## src/rtl/lcc_pkg.sv

```systemverilog
package lcc_pkg;
  typedef struct packed {
    logic [7:0] dev_id;
    logic [3:0] bank_id;
    logic [4:0] lane_id;
    logic       scr_en;
    logic [4:0] lanes_m1;
    logic [7:0] octets_m1;
    logic [4:0] frames_m1;
    logic [4:0] res_m1;
  } link_cfg_t;
endpackage

```

## src/rtl/lcc_stage_bank.sv

```systemverilog
module lcc_stage_bank
  import lcc_pkg::*;
#(
  parameter int PARAM_BASE = 8'hE0,
  parameter int NUM_BYTES  = 14
) (
  input  logic       clk,
  input  logic       rst_n,
  input  logic       wr_en,
  input  logic [7:0] wr_addr,
  input  logic [7:0] wr_data,
  input  logic [7:0] rd_addr,
  output logic       rd_hit,
  output logic [7:0] rd_byte,
  output link_cfg_t  staged_cfg
);
  localparam int IDX_W = $clog2(NUM_BYTES);
  localparam logic [7:0] BASE_A = 8'(PARAM_BASE);
  localparam logic [7:0] LAST_A = 8'(PARAM_BASE + NUM_BYTES - 1);

  logic [7:0] bank_q [NUM_BYTES];
  logic [7:0] rd_off;

  // staging is written at any time; active copy is elsewhere
  always_ff @(posedge clk or negedge rst_n) begin
    if (!rst_n) begin
      for (int i = 0; i < NUM_BYTES; i++) bank_q[i] <= '0;
    end else if (wr_en) begin
      for (int i = 0; i < NUM_BYTES; i++)
        if (wr_addr == 8'(PARAM_BASE + i)) bank_q[i] <= wr_data;
    end
  end

  assign rd_hit  = (rd_addr >= BASE_A) && (rd_addr <= LAST_A);
  assign rd_off  = rd_addr - BASE_A;
  assign rd_byte = rd_hit ? bank_q[rd_off[IDX_W-1:0]] : 8'h00;

  // field positions decoded by the commit logic
  assign staged_cfg.dev_id    = bank_q[0];
  assign staged_cfg.bank_id   = bank_q[1][3:0];
  assign staged_cfg.lane_id   = bank_q[2][4:0];
  assign staged_cfg.scr_en    = bank_q[3][7];
  assign staged_cfg.lanes_m1  = bank_q[3][4:0];
  assign staged_cfg.octets_m1 = bank_q[4];
  assign staged_cfg.frames_m1 = bank_q[5][4:0];
  assign staged_cfg.res_m1    = bank_q[6][4:0];

  assert_stage_write_R3: assert property (@(posedge clk) disable iff (!rst_n)
    (wr_en && wr_addr == BASE_A) |=> (staged_cfg.dev_id == $past(wr_data)));
endmodule

```

## src/rtl/lcc_commit_ctrl.sv

```systemverilog
module lcc_commit_ctrl (
  input  logic clk,
  input  logic rst_n,
  input  logic start_wr,
  input  logic done_wr,
  output logic upd_busy,
  output logic commit_pend,
  output logic commit_fire,
  output logic link_rst
);
  assign commit_fire = done_wr && upd_busy && !start_wr;

  always_ff @(posedge clk or negedge rst_n) begin
    if (!rst_n) begin
      upd_busy    <= 1'b0;
      commit_pend <= 1'b0;
    end else if (start_wr) begin
      upd_busy    <= 1'b1;
      commit_pend <= 1'b0;
    end else if (commit_fire) begin
      upd_busy    <= 1'b0;
      commit_pend <= 1'b1;
    end else begin
      commit_pend <= 1'b0;
    end
  end

  assign link_rst = upd_busy | commit_pend;

  assert_start_holds_R2: assert property (@(posedge clk) disable iff (!rst_n)
    start_wr |=> (upd_busy && link_rst));
  assert_commit_step_R4: assert property (@(posedge clk) disable iff (!rst_n)
    commit_fire |=> (link_rst && !upd_busy));
  assert_release_R4: assert property (@(posedge clk) disable iff (!rst_n)
    (commit_pend && !start_wr) |=> !link_rst);
  assert_idle_done_R9: assert property (@(posedge clk) disable iff (!rst_n)
    (done_wr && !upd_busy && !start_wr) |=> !commit_pend);
endmodule

```

## src/rtl/lcc_cfg_apply.sv

```systemverilog
module lcc_cfg_apply
  import lcc_pkg::*;
#(
  parameter int MAX_LANES_M1 = 3,
  parameter int MAX_RES_M1   = 13,
  parameter int MIN_OPM      = 17,
  parameter int MAX_OPM      = 1024
) (
  input  logic      clk,
  input  logic      rst_n,
  input  logic      commit_fire,
  input  logic      clear_flags,
  input  link_cfg_t staged_cfg,
  output link_cfg_t active_cfg,
  output logic      config_error,
  output logic      clamp_flag
);
  localparam int OPM_W = 14;

  logic [4:0]       lanes_c, res_c;
  logic             lane_ovr, res_ovr, opm_bad;
  logic [OPM_W-1:0] f_cnt, k_cnt, opm;
  link_cfg_t        next_cfg;

  generate
    if (MAX_LANES_M1 >= 31) begin : g_lane_pass
      assign lane_ovr = 1'b0;
      assign lanes_c  = staged_cfg.lanes_m1;
    end else begin : g_lane_clamp
      assign lane_ovr = staged_cfg.lanes_m1 > 5'(MAX_LANES_M1);
      assign lanes_c  = lane_ovr ? 5'(MAX_LANES_M1) : staged_cfg.lanes_m1;
    end
    if (MAX_RES_M1 >= 31) begin : g_res_pass
      assign res_ovr = 1'b0;
      assign res_c   = staged_cfg.res_m1;
    end else begin : g_res_clamp
      assign res_ovr = staged_cfg.res_m1 > 5'(MAX_RES_M1);
      assign res_c   = res_ovr ? 5'(MAX_RES_M1) : staged_cfg.res_m1;
    end
  endgenerate

  // octets per multiframe window
  assign f_cnt   = OPM_W'(staged_cfg.octets_m1) + OPM_W'(1);
  assign k_cnt   = OPM_W'(staged_cfg.frames_m1) + OPM_W'(1);
  assign opm     = f_cnt * k_cnt;
  assign opm_bad = (opm < OPM_W'(MIN_OPM)) || (opm > OPM_W'(MAX_OPM));

  always_comb begin
    next_cfg          = staged_cfg;
    next_cfg.lanes_m1 = lanes_c;
    next_cfg.res_m1   = res_c;
  end

  always_ff @(posedge clk or negedge rst_n) begin
    if (!rst_n) active_cfg <= '0;
    else if (commit_fire) active_cfg <= next_cfg;
  end

  always_ff @(posedge clk or negedge rst_n) begin
    if (!rst_n) begin
      config_error <= 1'b0;
      clamp_flag   <= 1'b0;
    end else if (clear_flags) begin
      config_error <= 1'b0;
      clamp_flag   <= 1'b0;
    end else if (commit_fire) begin
      config_error <= opm_bad;
      clamp_flag   <= lane_ovr | res_ovr;
    end
  end

  assert_active_hold_R3: assert property (@(posedge clk) disable iff (!rst_n)
    !commit_fire |=> $stable(active_cfg));
  assert_lane_limit_R6: assert property (@(posedge clk) disable iff (!rst_n)
    active_cfg.lanes_m1 <= 5'(MAX_LANES_M1));
  assert_res_limit_R7: assert property (@(posedge clk) disable iff (!rst_n)
    active_cfg.res_m1 <= 5'(MAX_RES_M1));
  assert_err_source_R8: assert property (@(posedge clk) disable iff (!rst_n)
    $rose(config_error) |-> $past(commit_fire));
endmodule

```

## src/rtl/link_cfg_commit.sv

```systemverilog
module link_cfg_commit
  import lcc_pkg::*;
#(
  parameter int START_ADDR   = 8'hDF,
  parameter int PARAM_BASE   = 8'hE0,
  parameter int NUM_BYTES    = 14,
  parameter int DONE_ADDR    = 8'hEE,
  parameter int MAX_LANES_M1 = 3,
  parameter int MAX_RES_M1   = 13,
  parameter int MIN_OPM      = 17,
  parameter int MAX_OPM      = 1024
) (
  input  logic       clk,
  input  logic       rst_n,
  input  logic       wr_en,
  input  logic [7:0] wr_addr,
  input  logic [7:0] wr_data,
  input  logic [7:0] rd_addr,
  output logic [7:0] rd_data,
  output logic       link_rst,
  output logic [7:0] act_dev_id,
  output logic [3:0] act_bank_id,
  output logic [4:0] act_lane_id,
  output logic       act_scr_en,
  output logic [4:0] act_lanes_m1,
  output logic [7:0] act_octets_m1,
  output logic [4:0] act_frames_m1,
  output logic [4:0] act_res_m1,
  output logic       config_error,
  output logic       clamp_flag
);
  localparam logic [7:0] START_A = 8'(START_ADDR);
  localparam logic [7:0] DONE_A  = 8'(DONE_ADDR);

  logic       start_wr, done_wr, upd_busy, commit_pend, commit_fire;
  logic       bank_hit;
  logic [7:0] bank_byte;
  link_cfg_t  staged_cfg, active_cfg;

  assign start_wr = wr_en && (wr_addr == START_A) && wr_data[0];
  assign done_wr  = wr_en && (wr_addr == DONE_A)  && wr_data[0];

  lcc_stage_bank #(.PARAM_BASE(PARAM_BASE), .NUM_BYTES(NUM_BYTES)) u_bank (
    .clk(clk), .rst_n(rst_n), .wr_en(wr_en), .wr_addr(wr_addr),
    .wr_data(wr_data), .rd_addr(rd_addr), .rd_hit(bank_hit),
    .rd_byte(bank_byte), .staged_cfg(staged_cfg)
  );

  lcc_commit_ctrl u_ctrl (
    .clk(clk), .rst_n(rst_n), .start_wr(start_wr), .done_wr(done_wr),
    .upd_busy(upd_busy), .commit_pend(commit_pend),
    .commit_fire(commit_fire), .link_rst(link_rst)
  );

  lcc_cfg_apply #(
    .MAX_LANES_M1(MAX_LANES_M1), .MAX_RES_M1(MAX_RES_M1),
    .MIN_OPM(MIN_OPM), .MAX_OPM(MAX_OPM)
  ) u_apply (
    .clk(clk), .rst_n(rst_n), .commit_fire(commit_fire),
    .clear_flags(start_wr), .staged_cfg(staged_cfg),
    .active_cfg(active_cfg), .config_error(config_error),
    .clamp_flag(clamp_flag)
  );

  // unmapped reads return zero; control bits read their live state
  always_comb begin
    if (rd_addr == START_A)      rd_data = {7'b0, upd_busy | commit_pend};
    else if (rd_addr == DONE_A)  rd_data = {7'b0, commit_pend};
    else if (bank_hit)           rd_data = bank_byte;
    else                         rd_data = 8'h00;
  end

  assign act_dev_id    = active_cfg.dev_id;
  assign act_bank_id   = active_cfg.bank_id;
  assign act_lane_id   = active_cfg.lane_id;
  assign act_scr_en    = active_cfg.scr_en;
  assign act_lanes_m1  = active_cfg.lanes_m1;
  assign act_octets_m1 = active_cfg.octets_m1;
  assign act_frames_m1 = active_cfg.frames_m1;
  assign act_res_m1    = active_cfg.res_m1;

  assert_done_bit_R4: assert property (@(posedge clk) disable iff (!rst_n)
    (wr_en && wr_addr == DONE_A && wr_data[0] && rd_addr == START_A && rd_data[0])
      |=> link_rst);
endmodule

```

## config.mk

```make
export PLATFORM = sky130hd
export DESIGN_NAME = link_cfg_commit
export DESIGN_NICKNAME = d
export VERILOG_FILES = /design/src/rtl/lcc_pkg.sv /design/src/rtl/lcc_stage_bank.sv /design/src/rtl/lcc_commit_ctrl.sv /design/src/rtl/lcc_cfg_apply.sv /design/src/rtl/link_cfg_commit.sv
export SDC_FILE = /design/constraint.sdc
export NUM_CORES = 1
export LEC_CHECK = 0
export BUFFER_PORTS_ARGS = -buffer_cell sky130_fd_sc_hd__buf_4
export CAP_MARGIN = 20
export CORE_MARGIN = 3
export CORE_UTILIZATION = 40
export DETAILED_ROUTE_END_ITERATION = 10
export PLACE_DENSITY = 0.64
export REMOVE_ABC_BUFFERS = 1
export SLEW_MARGIN = 20
export SYNTH_ARGS = -nofsm -noshare
export SYNTH_HDL_FRONTEND = slang
export SYNTH_SLANG_ARGS = --single-unit
```

## constraint.sdc

```tcl
create_clock -name clk -period 5.8 [get_ports clk]
set_input_delay 0.29 -clock clk [delete_from_list [all_inputs] [get_ports clk]]
set_output_delay 0.29 -clock clk [all_outputs]
set_load 0.02 [all_outputs]
```

# Word level (Yosys, flattened, before mapping)
# Cells that the tools add are included.
[classes] addsub=3 mul=1 n_lt_le_gt_ge=7 eq_ne=18 muxes=16 n_bitwise=3 n_reduce_logical=24
[op_table] cell="$eq A8 B8 Y1 const B" n=18
[op_table] cell="$mux W8" n=5
[op_table] cell="$bmux W8 S4" n=1
[op_table] cell="$reduce_and A2 Y1" n=14
[op_table] cell="$gt A14 B11 Y1 const B" n=1
[op_table] cell="$lt A14 B5 Y1 const B" n=1
[op_table] cell="$mul A14 B14 Y14" n=1
[op_table] cell="$mux W5" n=2
[op_table] cell="$add A8 B1 Y9 const B" n=1
[op_table] cell="$ge A8 B8 Y1 const B" n=1
[op_table] cell="$le A8 B8 Y1 const B" n=1
[op_table] cell="$mux W1" n=8
[op_table] cell="$logic_and A1 B1 Y1" n=7
[op_table] cell="$add A5 B1 Y6 const B" n=1
[op_table] cell="$ge A5 B5 Y1 const B" n=1
[op_table] cell="$gt A5 B2 Y1 const B" n=1
[op_table] cell="$gt A5 B4 Y1 const B" n=1
[op_table] cell="$not A4 Y5" n=1
[op_table] cell="$sub A4 B1 Y4 const B" n=1
[op_table] cell="$or A1 B1 Y1" n=2
[op_table] cell="$reduce_bool A2 Y1" n=1
[op_table] cell="$logic_not A1 Y1" n=1
[op_table] cell="$logic_or A1 B1 Y1" n=1
[totals] ff_bits=157 input_bits=27 out_inout_bits=52 elab_cells=98

# Depth between registers and ports, before layout
# Gate-level depths: netlist (run 1).
[logic_depth] word_depth=8 ltp_mapped=17

# Hierarchy
# From an unflattened synthesis (run 1), not the netlist that was laid out.
[hier_totals] hier_cells=778 hier_area_um2=9484.1
[by_module_without_submodules] module="lcc_stage_bank" instances=1 cells_per_inst=395 area_each_um2=5761.8
[by_module_without_submodules] module="lcc_cfg_apply" instances=1 cells_per_inst=353 area_each_um2=3473.3
[by_module_without_submodules] module="link_cfg_commit" instances=1 cells_per_inst=23 area_each_um2=173.9
[by_module_without_submodules] module="lcc_commit_ctrl" instances=1 cells_per_inst=7 area_each_um2=75.1

# Worst setup path before layout (run 1)
# No wires, ideal clock.
[synth_timing] kind="flip-flop to flip-flop" from="register u_bank.bank_q, in the netlist u_bank.staged_cfg[5]" to="register u_apply.config_error" arrival_ps=4325 t_required_ps=5669 path_slack_ps=1344 path_stages_with_launch=17 n_path_buf=0 period_less_slack_ps=4456 cell_sequence="dfrtp_1 ha_1 nand3_1 xor2_1 nor2_1 fa_1 fa_1 inv_1 fa_1 inv_1 ha_1 a21oi_1 o21ai_0 o41ai_2 mux2i_1 nor4_1 a31oi_1"
[synth_via] elab_chain_len=6 word_cells_on_any_way=7 classes_between="add/sub (1); mul (1); order compare (2); mux (2); reduce/logical (1)"
[synth_lines] item="start, declared" line_no="lcc_stage_bank.sv:21" text="logic [7:0] bank_q [NUM_BYTES];"
[synth_lines] item="start signal, assigned by index" line_no="lcc_stage_bank.sv:30" text="if (wr_addr == 8'(PARAM_BASE + i)) bank_q[i] <= wr_data;"
[synth_lines] item="$add A5 B1 Y6 (*)" line_no="lcc_cfg_apply.sv:44" text="assign k_cnt = OPM_W'(staged_cfg.frames_m1) + OPM_W'(1);"
[synth_lines] item="$mul A14 B14 Y14 (*)" line_no="lcc_cfg_apply.sv:45" text="assign opm = f_cnt * k_cnt;"
[synth_lines] item="$lt A14 B5 Y1 or $gt A14 B11 Y1 (tied branches)" line_no="lcc_cfg_apply.sv:46" text="assign opm_bad = (opm < OPM_W'(MIN_OPM)) || (opm > OPM_W'(MAX_OPM));"
[synth_lines] item="$logic_or A1 B1 Y1 (*)" line_no="lcc_cfg_apply.sv:46"
[synth_lines] item="$mux W1 (*)" line_no="lcc_cfg_apply.sv:66" text="end else if (commit_fire) begin"
[synth_lines] item="$mux W1 (*)" line_no="lcc_cfg_apply.sv:63" text="end else if (clear_flags) begin"
[synth_lines] item="end signal, assigned" line_no="lcc_cfg_apply.sv:67" text="config_error <= opm_bad;"
[synth_lines] item="end, declared" line_no="lcc_cfg_apply.sv:15" text="output logic config_error,"
# Every way passes the cells marked *; elsewhere a longest branch is shown, timed or not. The select of a mux whose other input is x is not followed.
# A chain may end at the register's enable or synchronous reset.

# Final worst setup path (run 1)
# Ends and elaborated chain as after synthesis.

==> out/results.ini, run 1 <==
[synthesis]
syn-instance-count=699
yosysTopAreaCell=dfrtp_1
avgSynthCellArea_um2=12.4
synth-edff-count=0
synth.ff_latch_count=157
synthArstFlopShare=1.00
synth_seq_area_share=0.452
yosysUniqueCellTypes=47
synth_area_leaders=dfrtp_1 (45%), mux2_2 (18%), mux4_2 (6.5%), fa_1 (6.4%), ha_1 (3.5%)
ys.flop_type=dfrtp_1
syn_area_mm2=0.00869
synth_warnings=0
netlist.area_leader.share=0.452

[setup_path]
critical_path.max_fanout=14
required_ns=6.09
r2r_cells=16
crit_arrival_ns=5.41
regToRegSetupSlack_ns=0.68
r2r_start=u_bank.staged_cfg[5]
end_kind=flip-flop
cp_common_cell=fa_1
path_cells=ha_1 -> nand3_1 -> xor2_1 -> nor2_1 -> fa_1 -> fa_1 -> inv_1 -> fa_1 -> inv_1 -> ha_1 -> a21oi_1 -> o21ai_0 -> o41ai_2 -> mux2i_1 -> nor4_1 -> a31oi_1
reg2reg_to=u_apply.config_error
critPathKind=reg -> reg
slowest_delay_ns=0.60
critPathLaunchType=flip-flop
slowest_stage=dfrtp_1

[clock_network]
cts.repair.resized=0
cts_buffer_depth=2
clk_pin_slew_ns=0.06
htree_levels=4
cts_tree=built
clkLatencyLatePin_ns=0.42
post_cts_buffers=0
cts.hold.buffers_added=0
numCtsBuffers=17
cts_num_sinks=157
root_buffer=clkbuf_16

[status]
violations=negative hold slack
outcome=finished with violations

[sta]
setup_violations=0
hold_ws_ns=-0.00551
finalHoldViolCount=20
drv_slew=0
fmax_ghz=0.195
maxSlewHeadroom=0.378
fin_crit_sh=0.882
tightest_slew_ns=0.933
fin_tns_setup_ns=0
fin_skew_ns=0.0119
rsz0062_at_grt=false
min_period_ns=5.12

[power_and_ir_drop]
seqPwrFrac=0.480
p_total_uw=2430
switchingPower_uw=628
peakVddDrop_mv=0.193
powerDensity_mw_per_mm2=242
p_leak_uw=0.00497
p_clk_frac=0.432
p_comb_frac=0.088
power.share.switching=0.258
internal-power_uw=1800

[place]
dpl.cell_count=1024
gp_congestion=0.801
dpl.hpwl_um=13400
place.port_buffers=78
place_area_mm2=0.00951

[cells_and_area]
stdcell_area_mm2=0.0101
drive_above_1_share=0.384
nets=847
fill_cells=1866
finalNonFillerCells=1056
areaGrowthSynthToFinish_pct=15.7
num_antenna_cells=0

[floorplan]
io_pins=79
floorplan.rows=53
start_util=0.411
dieArea_mm2=0.0235
die_w_um=153
core_mm2=0.0212
die_y_um=153

[route]
viasPerCell=5.34
wirelength_um=19600
firstDrtPassIters=4
route.vias.total=5635
initialDrtViolationCount=302
drc_errors=0
routedWlPerCell_um=18.5
drtAntennaViolNets=0

[grt]
grt_usage=0.173
grt_pass1_wl_um=32300
overflow=0
grt_pass1_vias=5799
antenna_found_initial=0
grt_max_degree=99

[min_path]
hold_class=in -> async

[flow_run]
maxCapViolCount=0

[layout by cell type (no fill, tap or decap), types with 2 or more instances in the layout]
cell | netlist | routed
a21oi_1 | 19 | 19
a31oi_1 | 6 | 6
and3_1 | 5 | 4
and4_1 | 2 | 2
buf_4 | 3 | 79
clkbuf_1 | 17 | 2
clkbuf_16 | 0 | 17
clkinv_2 | 0 | 2
clkinvlp_4 | 0 | 2
dfrtp_1 | 157 | 157
fa_1 | 28 | 28
ha_1 | 24 | 24
inv_1 | 49 | 49
inv_6 | 0 | 4
inv_8 | 0 | 3
mux2_2 | 141 | 141
mux2i_1 | 17 | 17
mux4_2 | 25 | 25
nand2_1 | 20 | 20
nand2b_1 | 7 | 7
nand3_1 | 13 | 13
nand3b_1 | 2 | 2
nand4_1 | 3 | 3
nor2_1 | 67 | 67
nor2_2 | 5 | 5
nor2b_1 | 6 | 6
nor3_1 | 4 | 4
nor3b_1 | 3 | 3
nor4_1 | 2 | 2
o211ai_1 | 2 | 2
o21ai_0 | 10 | 10
o22ai_1 | 8 | 8
or2_2 | 12 | 12
or3_1 | 2 | 2
xnor2_1 | 8 | 8
xor2_1 | 8 | 8
[layer usage]
layer | GRT usage | vias up | part of all wire | wire, um
met5 | 0 | - | 0 | 0
met3 | 0.0266 | 14 | 0.035 | 680
met1 | 0.247 | 2903 | 0.47 | 9180
met2 | 0.278 | 122 | 0.48 | 9360
met4 | 0.0450 | 0 | 0.018 | 361
li1 | - | 2596 | - | -
[registers in the layout (all words and copies together), names as in the netlist]
register and flops:
u_apply.config_error 1, u_bank.staged_cfg 41, u_apply.active_cfg 41, u_ctrl.commit_pend 1, u_bank.bank_q 71, u_apply.clamp_flag 1, u_ctrl.upd_busy 1
[cells in the mapped netlist (2+ instances only)]
library cell  count
nand2b_1          7
inv_1            49
nor3_1            4
nor2b_1           6
or2_2            12
fa_1             28
nor4_1            2
nor3b_1           3
xor2_1            8
o21ai_0          10
buf_2             9
and3_1            5
or3_1             2
o211ai_1          2
nand3_1          13
mux2i_1          17
mux2_2          141
and4_1            2
nor2_2            5
clkbuf_1         17
o22ai_1           8
mux4_2           25
dfrtp_1         157
nand4_1           3
nand3b_1          2
a31oi_1           6
nand2_1          20
xnor2_1           8
buf_4             3
nor2_1           67
ha_1             24
a21oi_1          19
[worst max path at each step]
stage                          from                    to  slack, ns  cells after the start
3_5_place_dp   u_bank.staged_cfg[5]  u_apply.config_error       0.71                     16
5_1_grt        u_bank.staged_cfg[5]  u_apply.config_error       0.32                     16
3_3_place_gp   u_bank.staged_cfg[5]  u_apply.config_error       0.85                     16
4_1_cts        u_bank.staged_cfg[5]  u_apply.config_error       0.70                     16
6_report       u_bank.staged_cfg[5]  u_apply.config_error       0.68                     16
2_1_floorplan  u_bank.staged_cfg[5]  u_apply.config_error       1.23                     16
[power by group through the flow]
stage          clock network, uW  logic [uW]  registers [uW]
2_1_floorplan                  0         114            1180
3_3_place_gp                   0         215            1190
3_5_place_dp                   0         218            1190
4_1_cts                     1070         219            1170
5_1_grt                     1110         241            1170
6_report                    1050         215            1170
[worst max-delay path, delay by kind of cell, from the launching register on]
kind                     cells  cell delay (ns)
flip-flops                   1             0.60
multiplexers                 1             0.13
adder cells (fa/ha/maj)      5             2.17
AND/OR/NAND/NOR              3             0.54
AO/OA/AOI/OAI                4             0.93
buffers and inverters        2             0.09
XOR/XNOR                     1             0.55
[metrics by stage]
stage / util / setup WS (ns)
after floorplan: - / 1.23
after global placement: 0.449 / 0.850
after detailed placement: 0.449 / 0.708
after CTS: 0.475 / 0.696
after global routing: 0.475 / 0.316
final: 0.475 / 0.682
[layout make-up]
| class | count | area [um^2] | area share |
|---|---|---|---|
| Clock inverter | 12 | 103 | 0.0102 |
| Sequential cell | 157 | 3930 | 0.391 |
| Clock buffer | 20 | 447 | 0.0444 |
| Multi-Input combinational cell | 463 | 4450 | 0.442 |
| Tap cell | 275 | 344 | 0.0342 |
| Timing Repair Buffer | 80 | 604 | 0.0601 |
| Inverter | 49 | 184 | 0.0183 |
[cells by family (layout without fill, tap and decap cells)]
kind of cell / Yosys count / count (layout) / share of synthesized area
multiplexers: 183 / 183 / 0.267
AND/OR/NAND/NOR: 160 / 160 / 0.0926
flip-flops: 157 / 157 / 0.452
buffers and inverters: 79 / 161 / 0.0367
adder cells (fa/ha/maj): 52 / 52 / 0.0990
AO/OA/AOI/OAI: 52 / 52 / 0.0366
XOR/XNOR: 16 / 16 / 0.0161
(Power assumes the default switching activity.)
==> inputs of run 2 (changes only) <==
--- a/config.mk
+++ b/config.mk
@@ -11,4 +11,5 @@
 export CORE_UTILIZATION = 40
 export DETAILED_ROUTE_END_ITERATION = 10
+export GPL_TIMING_DRIVEN = 0
 export PLACE_DENSITY = 0.64
 export REMOVE_ABC_BUFFERS = 1
==> constraint.sdc (replaced) <==
create_clock -name clk -period 4.86 [get_ports clk]
set_input_delay 1.458 -clock clk [delete_from_list [all_inputs] [get_ports clk]]
set_output_delay 1.458 -clock clk [all_outputs]
set_load 0.02 [all_outputs]
==> run 2 against run 1 <==
The flow now finishes without violations; critical path depth fell by 10; sequential power up 19%; global-route usage down 0.36 points; via count rose by 0.50%; highest routed layer unchanged.
==> out/results.ini, run 2 (same netlist as run 1, synthesis figures left out) <==
[clock_network]
cts_num_sinks=157
cts_buffer_depth=2
cts.hold.buffers_added=0
clkLatencyLatePin_ns=0.42
cts_tree=built
clk_pin_slew_ns=0.06
htree_levels=4
root_buffer=clkbuf_16
numCtsBuffers=17

[grt]
grt_pass1_vias=5841
grt_util_met2=0.275
top_usage_layer=met2
antenna_found_initial=0
grt_max_degree=99
grt_usage=0.169
met1_usage=0.231
overflow=0
grt_pass1_wl_um=31500
grt_use_met3=0.0311

[cells_and_area]
final_core_util=0.492
layout_commonest_cell=dfrtp_1
areaGrowthSynthToFinish_pct=19.7
finalNonFillerCells=1070
largest_reg_flops=71
drive_above_1_share=0.433
num_antenna_cells=0
largest_register=u_bank.bank_q
stdcell_area_mm2=0.0104
final_cell_mix=dfrtp_1 (147), mux2_2 (141), buf_4 (91), nor2_1 (67), inv_1 (49)
nets=861

[power_and_ir_drop]
powerDensity_mw_per_mm2=291
p_total_uw=3030
p_leak_uw=0.00506
peakVddDrop_mv=0.246

[sta]
finalHoldViolCount=0
fmax_ghz=0.210
postLayoutSetupSlackWorst_ns=0.0999
setup_violations=0
drv_slew=0
tightest_slew_ns=0.700
min_period_ns=4.76
fin_skew_ns=0.0118
fin_crit_sh=0.979
maxSlewHeadroom=0.533

[floorplan]
die_y_um=153
io_pins=79
dieArea_mm2=0.0235
die_w_um=153
start_util=0.411
core_mm2=0.0212
floorplan.rows=53

[route]
drc_errors=0
viasPerCell=5.29
route.vias.total=5663
initialDrtViolationCount=362
routedWlPerCell_um=18.4
firstDrtPassIters=4
drtAntennaViolNets=0
wirelength_um=19700

[place]
dpl.hpwl_um=13200
place.port_buffers=78
gp_congestion=0.795
place_ws_ns=-0.415
dpl.cell_count=1023
place_area_mm2=0.00953

[status]
outcome=finished, final reports clean

[setup_path]
critPathBufInv=2
slowest_stage=mux4_2
required_ns=3.40
path_cells=buf_6 -> mux4_2 -> mux4_2 -> nand2_1 -> o21ai_0 -> buf_4
critPathTopFamily=multiplexers
critPathLaunchType=input pin
end_kind=output port
crit_arrival_ns=3.30
critical_path.max_fanout=34
critPathKind=in -> out
cp_common_cell=mux4_2
slowest_delay_ns=0.63

[flow_run]
maxCapViolCount=0

[min_path]
hold_class=reg -> reg

==> run 2: where the power goes <==
group / internal (uW) / switching [uW] / leakage (uW)
Combinational: 125 / 149 / 0.00263
Sequential: 1360 / 37.7 / 0.00214
Clock: 776 / 587 / 0.000300
Total: 2260 / 774 / 0.00506
==> run 2: final cells by class <==
class / count / area [um^2]
Inverter: 49 / 184
Sequential cell: 157 / 3940
Clock inverter: 15 / 175
Tap cell: 275 / 344
Timing Repair Buffer: 94 / 737
Fill cell: 1870 / 10800
Clock buffer: 17 / 425
Multi-Input combinational cell: 463 / 4600
==> run 2: repair_timing <==
action | in CTS | in global routing
pin swaps | 0 | 7
setup endpoints to repair | 5 | 1
resized for setup | 7 | 28
gates cloned | 0 | 0
setup buffers | 0 | 15
==> run 2: worst paths after layout <==
check                                     start                     end  slack [ns]  depth (start not counted)
max                                  rd_addr[0]              rd_data[0]         0.1                          6
min                           u_bank.bank_q[95]       u_bank.bank_q[95]        0.50                          1
max reg2reg                u_bank.staged_cfg[5]    u_apply.config_error        0.19                         17
min reg2reg                   u_bank.bank_q[95]       u_bank.bank_q[95]        0.50                          1
max in group asynchronous                 rst_n    u_bank.staged_cfg[8]        3.01                          2
min in group asynchronous                 rst_n  u_apply.active_cfg[10]        0.96                          1
==> run 2: worst reg2reg max path, cell delays in order, from the launching register on <==
cell	delay, ns
dfrtp_2	0.47
ha_4	0.20
nand3_2	0.13
xor2_4	0.23
nor2_1	0.17
fa_1	0.46
fa_1	0.54
inv_1	0.05
fa_1	0.52
inv_1	0.04
ha_1	0.36
a21oi_2	0.23
o21ai_1	0.14
o41ai_2	0.39
buf_4	0.17
nor3b_1	0.04
nor4_1	0.28
a31oi_1	0.11
==> run 2: per-stage QoR <==
step	TNS [ns]	hold WS (ns)
2_1_floorplan	0	0.474
3_3_place_gp	-0.581	0.484
3_5_place_dp	-0.608	0.487
4_1_cts	-0.0765	0.502
5_1_grt	-0.0320	0.514
6_report	0	0.501
==> run 2: layer usage <==
layer  up-vias  wire length, um
met2       107             9620
met3        16              775
li1       2619                -
met1      2921             8900
met5         -                0
met4         0              359
